`config.mk`:
```
export PLATFORM = sky130hd
export DESIGN_NAME = rc6_quad_fn
export DESIGN_NICKNAME = d
export VERILOG_FILES = /design/src/rtl/rc6_quad_fn.sv
export SDC_FILE = /design/constraint.sdc
export NUM_CORES = 1
export LEC_CHECK = 0
export CORE_MARGIN = 2
export CORE_UTILIZATION = 24
export DETAILED_ROUTE_END_ITERATION = 16
export REMOVE_ABC_BUFFERS = 1
export SLEW_MARGIN = 10
export SYNTH_ARGS = -nofsm -noshare
export SYNTH_HDL_FRONTEND = slang
export SYNTH_SLANG_ARGS = --single-unit
```
`constraint.sdc`:
```
create_clock -name clk -period 1.2 [get_ports clk]
set_input_delay 0.12 -clock clk [delete_from_list [all_inputs] [get_ports clk]]
set_output_delay 0.12 -clock clk [all_outputs]
set_load 0.01 [all_outputs]
```
`src/rtl/rc6_quad_fn.sv`:
```
module rc6_quad_fn #(
  parameter int W    = 32,
  parameter int PIPE = 1
) (
  input  logic         clk,
  input  logic         rst_n,
  input  logic         in_valid,
  input  logic [W-1:0] x,
  output logic         out_valid,
  output logic [W-1:0] y
);
  localparam int HALF = W / 2;
  localparam int ROWS = HALF;

  logic [W-1:0] row [ROWS];
  logic [W-1:0] acc [ROWS+1];
  logic [W-1:0] sum;

  // Rows 0..ROWS-2: diagonal x_r at 2r+1 and cross terms x_r&x_j at r+j+2.
  // Last row: X itself, with the top-column diagonal folded in by XOR.
  always_comb begin
    for (int r = 0; r < ROWS; r++) row[r] = '0;
    for (int r = 0; r < ROWS - 1; r++) begin
      row[r][2*r+1] = x[r];
      for (int j = r + 1; j < W - r - 2; j++)
        row[r][r+j+2] = x[r] & x[j];
    end
    row[ROWS-1] = {x[HALF-1] ^ x[W-1], x[W-2:0]};
  end

  assign acc[0] = '0;
  for (genvar k = 0; k < ROWS; k++) begin : g_cpa
    assign acc[k+1] = acc[k] + row[k];
  end
  assign sum = acc[ROWS];

  if (PIPE != 0) begin : g_reg
    logic [W-1:0] y_q;
    logic         v_q;
    always_ff @(posedge clk or negedge rst_n) begin
      if (!rst_n) begin
        y_q <= '0;
        v_q <= 1'b0;
      end else begin
        v_q <= in_valid;
        if (in_valid) y_q <= sum;
      end
    end
    assign y = y_q;
    assign out_valid = v_q;

    a_r2_lsb: assert property (@(posedge clk) disable iff (!rst_n)
      in_valid |=> y[0] == $past(x[0]));
    a_r3_bit1: assert property (@(posedge clk) disable iff (!rst_n)
      in_valid |=> y[1] == ($past(x[1]) ^ $past(x[0])));
    a_r4_valid_up: assert property (@(posedge clk) disable iff (!rst_n)
      in_valid |=> out_valid);
    a_r4_valid_dn: assert property (@(posedge clk) disable iff (!rst_n)
      !in_valid |=> !out_valid);
    a_r5_hold: assert property (@(posedge clk) disable iff (!rst_n)
      !in_valid |=> $stable(y));
  end else begin : g_comb
    assign y = sum;
    assign out_valid = in_valid;

    a_r2_lsb: assert property (@(posedge clk) disable iff (!rst_n)
      y[0] == x[0]);
    a_r3_bit1: assert property (@(posedge clk) disable iff (!rst_n)
      y[1] == (x[1] ^ x[0]));
    a_r7_pass: assert property (@(posedge clk) disable iff (!rst_n)
      out_valid == in_valid);
    a_r8_zero: assert property (@(posedge clk) disable iff (!rst_n)
      (x == '0) |-> (y == '0));
  end
endmodule

```
# After elaboration in Yosys (flattened, before gate mapping)
# Index checks and enable logic that the tools add are counted.
[word_totals]
input_bits = 35
output_inout_bits = 33
elab_cells = 243
reg_bits = 33
[op_classes]
bitwise = 226
addsub = 15
[op_table]
columns = ["operator", "n"]
rows = [
  ["$add 32x32->32", 15],
  ["$and 1x1->1", 225],
  ["$xor 1x1->1", 1],
]

# Logic depth before layout (Yosys ltp)
# Gate-level depths: netlist of the first run.
[logic_depth]
depth_word = 16
mapped_depth = 21
ltp_nobuf = 20

# Worst setup path after synthesis of the first run
# Ideal clock, no wire load.
[synth_timing]
path_kind = "input -> register"
from = "input x[6]"
to = "register g_reg.y_q[26] (netlist: y[26])"
path_buffers = 2
arrival_time_ns = 5.362
setup_time_ns = 0.126
cell_stages = 19
required_ns = 1.074
slack_ns = -4.288
path_cell_list = "buf_2 buf_1 nand2_1 fa_1 inv_1 fa_1 fa_1 fa_1 inv_1 fa_1 inv_1 ha_1 ha_1 and4_2 nor2b_1 a2111oi_0 o21a_1 mux2_1 a221o_1"
[synth_via]
elab_chain_cells = 16
word_cells_on_any_way = 33
cone_classes = "add/sub (15); bitwise (18)"
[synth_rtl]
columns = ["item", "line", "source"]
rows = [
  ["start: declaration", "8", "input logic [W-1:0] x,"],
  ["$and 1x1->1", "26", "row[r][r+j+2] = x[r] & x[j];"],
  ["$add 32x32->32 (14 in a row)", "33", "assign acc[k+1] = acc[k] + row[k];"],
  ["$add 32x32->32 *", "33", ""],
  ["end signal: assignment", "46", "if (in_valid) y_q <= sum;"],
  ["end: declaration", "38", "logic [W-1:0] y_q;"],
]
# Mark *: on every way between the ends. The rest lies on a longest branch, timed or not.
# A chain may end at the register's enable or synchronous reset.

# Worst setup path in the final report of the first run
[layout_timing]
from = "input x[8]"
to = "register g_reg.y_q[31] (netlist: y[31])"
# Same word-level chain as after synthesis.

==> flow_metrics.env, run 1 <==
export IMPL_final_common_cell="inv_1"
export IMPL_drcViolationCount=0
export IMPL_wl_mm=31.2
export IMPL_ys_seq_area_frac=0.0875
export IMPL_hp_class="primary input to async pin"
export IMPL_finalHoldViolations=0
export IMPL_coreArea_um2=38700
export IMPL_cp_data_arrival_time_ns=5.20
export IMPL_violations="negative setup slack"
export IMPL_design_area_um2=14900
export IMPL_required_ns=1.36
export IMPL_fill_cells=3700
export IMPL_placed_area_um2=12000
export IMPL_synthCells=1019
export IMPL_setup_viol=30
export IMPL_startpoint_type="primary input"
export IMPL_grt_pass1_vias=8881
export IMPL_place_gp_congestion=0.892
export IMPL_firstDrtPassIters=5
export IMPL_layout_common_cells="193 x inv_1, 178 x buf_4, 157 x fa_1, 125 x nand2_1, 71 x ha_4"
export IMPL_worst_slack_ns=-3.84
export IMPL_multi_input_area_um2=8960
export IMPL_num_rows=72
export IMPL_cts_max_level=2
export IMPL_crit_fanout=4
export IMPL_initial_utilization=0.244
export IMPL_drv_slew=0
export IMPL_synth_area_leaders="fa_1 40%, ha_1 14%, inv_1 9.8%, dfrtp_1 8.7%, nand2_1 5.5%"
export IMPL_port_buffers=67
export IMPL_synth_edf_count=0
export IMPL_cp_end_kind="flip-flop"
export IMPL_synth_top_cell_area_share=0.399
export IMPL_worst_path_dominant_cell_family="adder cells"
export IMPL_avgSynthCellArea_um2=9.26
export IMPL_viasPerCell=4.44
export IMPL_finalCritPeriodShare=4.20
export IMPL_grtUsageTotal=0.151
export IMPL_max_stage_delay_ns=0.63
export IMPL_ant_nets=0
export IMPL_setup_tns_ns=-83.40
export IMPL_min_period_ns=5.04
export IMPL_clk_pin_slew_ns=0.05
export IMPL_pin_count=68
export IMPL_grt_max_degree=34
export IMPL_path_common_cell="fa_1"
export IMPL_drtIter0Drc=418
export IMPL_rsz0062_at_grt="true"
export IMPL_nets=1644
export IMPL_finalClockSkew_ns=0
export IMPL_ys_seq_elements=33
export IMPL_layout_drive_gt1_share=0.428
export IMPL_synth_ff_type="dfrtp_1"
export IMPL_numCtsBuffers=5
export IMPL_synthToLayoutAreaGrowth_pct=57.6
export IMPL_syn_cell_area_um2=9440
export IMPL_seq_area_um2=826
export IMPL_synth_warnings=0
export IMPL_tightest_slew_ns=0.504
export IMPL_post_synth_top_area_cell="fa_1"
export IMPL_path_buf_inv=6
export IMPL_cts_tree="yes"
export IMPL_cts_root_buf="clkbuf_16"
export IMPL_async_flop_share=1.00
export IMPL_fmax_ghz=0.199
export IMPL_slew_headroom=0.662
export IMPL_grt_pass1_wl_mm=48.0
export IMPL_dpl_hpwl_mm=21.3
export IMPL_yosys_cell_types_count=56
export IMPL_n_antenna_cell=0
export IMPL_outcome="finished with violations"
export IMPL_die_x_um=202
export IMPL_cts_sinks=33
export IMPL_antenna_found_initial=1
export IMPL_insertion_delay_ns=0.28
export IMPL_drv_cap=0
export IMPL_path_class="primary input to flip-flop"
export IMPL_grt_overflow_total=0
export IMPL_cts_buffer_depth=2
export IMPL_cp_cell_sequence="buf_6, buf_12, clkinvlp_4, buf_4, nor2_2, fa_1, inv_2, fa_1, fa_1, fa_1, fa_2, inv_2, fa_1, ha_4, nand3_4, o22ai_2, o21a_1, a311oi_2, xnor2_1, mux2_4"
export IMPL_slowest_stage="fa_1"
export IMPL_die_y_um=202
export IMPL_wl_per_cell_um=17.0
export IMPL_die_area_um2=40900
export IMPL_num_vias=8138
sequential cells by signal, indices dropped and copies added, names as in the netlist:
name	count
y	32
out_valid	1
path summary, 6_finish.rpt:
check	startpoint	end	slack, ns	cells after the start
min in group clk	in_valid	out_valid$_DFF_PN0_	0.30	2
worst min register to register	y[27]$_DFFE_PN0P_	y[27]$_DFFE_PN0P_	0.49	1
worst max register to register	y[30]$_DFFE_PN0P_	y[30]$_DFFE_PN0P_	0.31	2
worst min-delay path	rst_n	y[5]$_DFFE_PN0P_	0.22	2
worst max-delay path	x[8]	y[31]$_DFFE_PN0P_	-3.84	20
max in group asynchronous	rst_n	y[26]$_DFFE_PN0P_	0.79	2
through the flow:
step	cells	util	setup WS (ns)	hold slack (ns)
after CTS	1811	0.366	-3.77	0.222
final	1834	0.384	-3.84	0.218
after global routing	1834	0.384	-3.91	0.233
after floorplan	981	-	-3.84	-0.176
after detailed placement	1721	0.309	-4.72	0.490
after global placement	1721	0.309	-4.71	0.487
area by class of cell:
cell class,count,area share
Multi-Input combinational cell,702,0.602
Tap cell,518,0.0436
Clock buffer,7,0.00959
Timing Repair Buffer,327,0.222
Sequential cell,33,0.0555
Clock inverter,1,0.00202
Inverter,246,0.0651
cell usage after synthesis (4+ instances only):
master	count
a21oi_1	20
mux2_2	22
nor2_1	37
and2_1	58
clkbuf_1	27
xnor2_1	32
buf_2	7
nor3_1	6
inv_1	246
nand2_1	138
xor2_1	11
o21a_1	7
o21bai_1	4
fa_1	188
dfrtp_1	33
ha_1	106
o21ai_0	10
a21o_1	9
metal layers:
metal,vias to the layer above,wire length [µm],GRT usage,share of wire
met5,-,11,0,0.00035
met1,4159,13300,0.203,0.43
li1,3657,-,-,-
met2,267,14700,0.246,0.47
met4,2,683,0.0289,0.022
met3,53,2450,0.0385,0.078
cell families (layout without fill, tap and decap cells):
family,Yosys count,count (layout),share of synthesized area
flip-flops,33,33,0.0875
adder cells (fa/ha/maj),294,294,0.539
AO/OA/AOI/OAI,80,80,0.0615
buffers and inverters,284,581,0.114
multiplexers,25,25,0.0301
AND/OR/NAND/NOR,259,259,0.125
XOR/XNOR,44,44,0.0423
timing repair:
item / in CTS / in global routing
hold endpoints to repair: 0 / 0
gates cloned: 8 / 0
pin swaps: 126 / 114
buffers inserted: 77 / 35
resized for setup: 430 / 149
hold buffers: 0 / 0
setup endpoints to repair: 64 / 29
Power of run 1 is left out: the tool's default activity adds up to more than one toggle a clock period on the data nets, which glitch-free logic cannot reach.
==> run 2, diff against run 1 <==
--- a/config.mk
+++ b/config.mk
@@ -6,8 +6,9 @@
 export NUM_CORES = 1
 export LEC_CHECK = 0
 export CORE_MARGIN = 2
-export CORE_UTILIZATION = 24
+export CORE_UTILIZATION = 55
 export DETAILED_ROUTE_END_ITERATION = 16
+export PLACE_DENSITY = 0.75
 export REMOVE_ABC_BUFFERS = 1
 export SLEW_MARGIN = 10
 export SYNTH_ARGS = -nofsm -noshare
==> flow_metrics.env, run 2 (same netlist as run 1, synthesis figures left out) <==
export IMPL_required_ns=1.37
export IMPL_die_area_um2=18200
export IMPL_place_ws_ns=-4.70
export IMPL_fmax_ghz=0.188
export IMPL_violations="negative setup slack"
export IMPL_final_common_cell="inv_1"
export IMPL_path_class="primary input to flip-flop"
export IMPL_cts_root_buf="clkbuf_16"
export IMPL_finalClockSkew_ns=0
export IMPL_largest_register_ffs=32
export IMPL_nets=1606
export IMPL_layout_drive_gt1_share=0.383
export IMPL_hp_class="primary input to async pin"
export IMPL_synthToLayoutAreaGrowth_pct=46.8
export IMPL_layout_common_cells="203 x inv_1, 161 x fa_1, 148 x buf_4, 133 x nand2_1, 58 x ha_4"
export IMPL_min_period_ns=5.31
export IMPL_viasPerCell=5.97
export IMPL_coreArea_um2=16700
export IMPL_drv_slew=0
export IMPL_fin_cells=1499
export IMPL_die_y_um=135
export IMPL_slowest_stage="fa_1"
export IMPL_wl_per_cell_um=25.5
export IMPL_placed_cells=1408
export IMPL_cp_data_arrival_time_ns=5.48
export IMPL_cts_sinks=33
export IMPL_insertion_delay_ns=0.28
export IMPL_numCtsBuffers=5
export IMPL_worst_path_dominant_cell_family="adder cells"
export IMPL_grtUsageTotal=0.369
export IMPL_r2r_start="y[24]$_DFFE_PN0P_"
export IMPL_cp_end_kind="flip-flop"
export IMPL_rrSetupSlack_ns=0.27
export IMPL_clk_pin_slew_ns=0.05
export IMPL_setup_viol=31
export IMPL_drv_cap=0
export IMPL_design_area_um2=13900
export IMPL_path_common_cell="fa_1"
export IMPL_place_gp_congestion=0.970
export IMPL_slew_headroom=0.728
export IMPL_grt_pass1_vias=9557
export IMPL_r2r_end="y[24]$_DFFE_PN0P_"
export IMPL_firstDrtPassIters=5
export IMPL_initial_utilization=0.565
export IMPL_drcViolationCount=0
export IMPL_num_rows=47
export IMPL_path_buf_inv=6
export IMPL_port_buffers=67
export IMPL_tightest_slew_ns=0.407
export IMPL_dpl_hpwl_mm=19.5
export IMPL_grt_max_degree=39
export IMPL_rsz0062_at_grt="true"
export IMPL_finalCritPeriodShare=4.43
export IMPL_drtIter0Drc=665
export IMPL_cts_buffer_depth=2
export IMPL_antenna_found_initial=1
export IMPL_cts_max_level=2
export IMPL_grt_pass1_wl_mm=50.3
export IMPL_rr_worst_depth=3
export IMPL_grt_overflow_total=0
export IMPL_crit_fanout=5
export IMPL_worst_slack_ns=-4.11
export IMPL_die_x_um=135
export IMPL_startpoint_type="primary input"
export IMPL_cts_tree="yes"
export IMPL_outcome="finished with violations"
export IMPL_pin_count=68
export IMPL_ant_nets=0
export IMPL_finalHoldViolations=0
export IMPL_wl_mm=38.2
export IMPL_placed_area_um2=11400
export IMPL_num_vias=8955
export IMPL_cp_cell_sequence="buf_4, buf_12, buf_4, nand2_1, fa_1, fa_1, inv_1, fa_1, inv_1, fa_1, inv_1, fa_1, ha_1, ha_4, a21o_1, a21oi_2, nor2b_1, a2111oi_4, o21a_1, mux2_4, a221o_1"
export IMPL_max_stage_delay_ns=0.65
-- run 2: stage by stage --
step	util	setup TNS, ns	hold WS (ns)
5_1_grt	0.829	-96.93	0.233
4_1_cts	0.797	-85.82	0.216
3_3_place_gp	0.685	-110.11	0.488
3_5_place_dp	0.685	-112.33	0.493
6_report	0.830	-94.82	0.199
2_1_floorplan	-	-77.98	-0.176
-- run 2: area by class of cell --
type | count | area (µm²)
Antenna cell | 1 | 2.50
Clock buffer | 5 | 125
Clock inverter | 3 | 17.5
Fill cell | 842 | 2850
Inverter | 246 | 941
Multi-Input combinational cell | 702 | 8780
Sequential cell | 33 | 826
Tap cell | 220 | 275
Timing Repair Buffer | 289 | 2890
-- run 2: worst max-delay path by stage --
stage,from,endpoint,slack [ns],cells after the start
detailed placement,x[16],y[31]$_DFFE_PN0P_,-4.70,18
global placement,x[16],y[31]$_DFFE_PN0P_,-4.60,18
global route,x[14],y[26]$_DFFE_PN0P_,-4.22,21
floorplan,x[7],y[26]$_DFFE_PN0P_,-3.84,18
finish,x[14],y[26]$_DFFE_PN0P_,-4.11,21
CTS,x[2],y[26]$_DFFE_PN0P_,-3.71,18
-- run 2: repair_timing --
item,in CTS,in global routing
hold buffers,0,0
gates cloned,8,1
endpoints found under the setup margin,64,32
setup buffers,57,28
resized for setup,394,112
pin swaps,125,100
-- run 2: metal layers --
layer	global-route usage	share of wire	wire length (µm)
met1	0.419	0.32	12100
met2	0.648	0.47	18100
met3	0.0691	0.11	4080
met4	0.217	0.10	3890
met5	0	0	0
Power of run 2 is left out for the same reason.
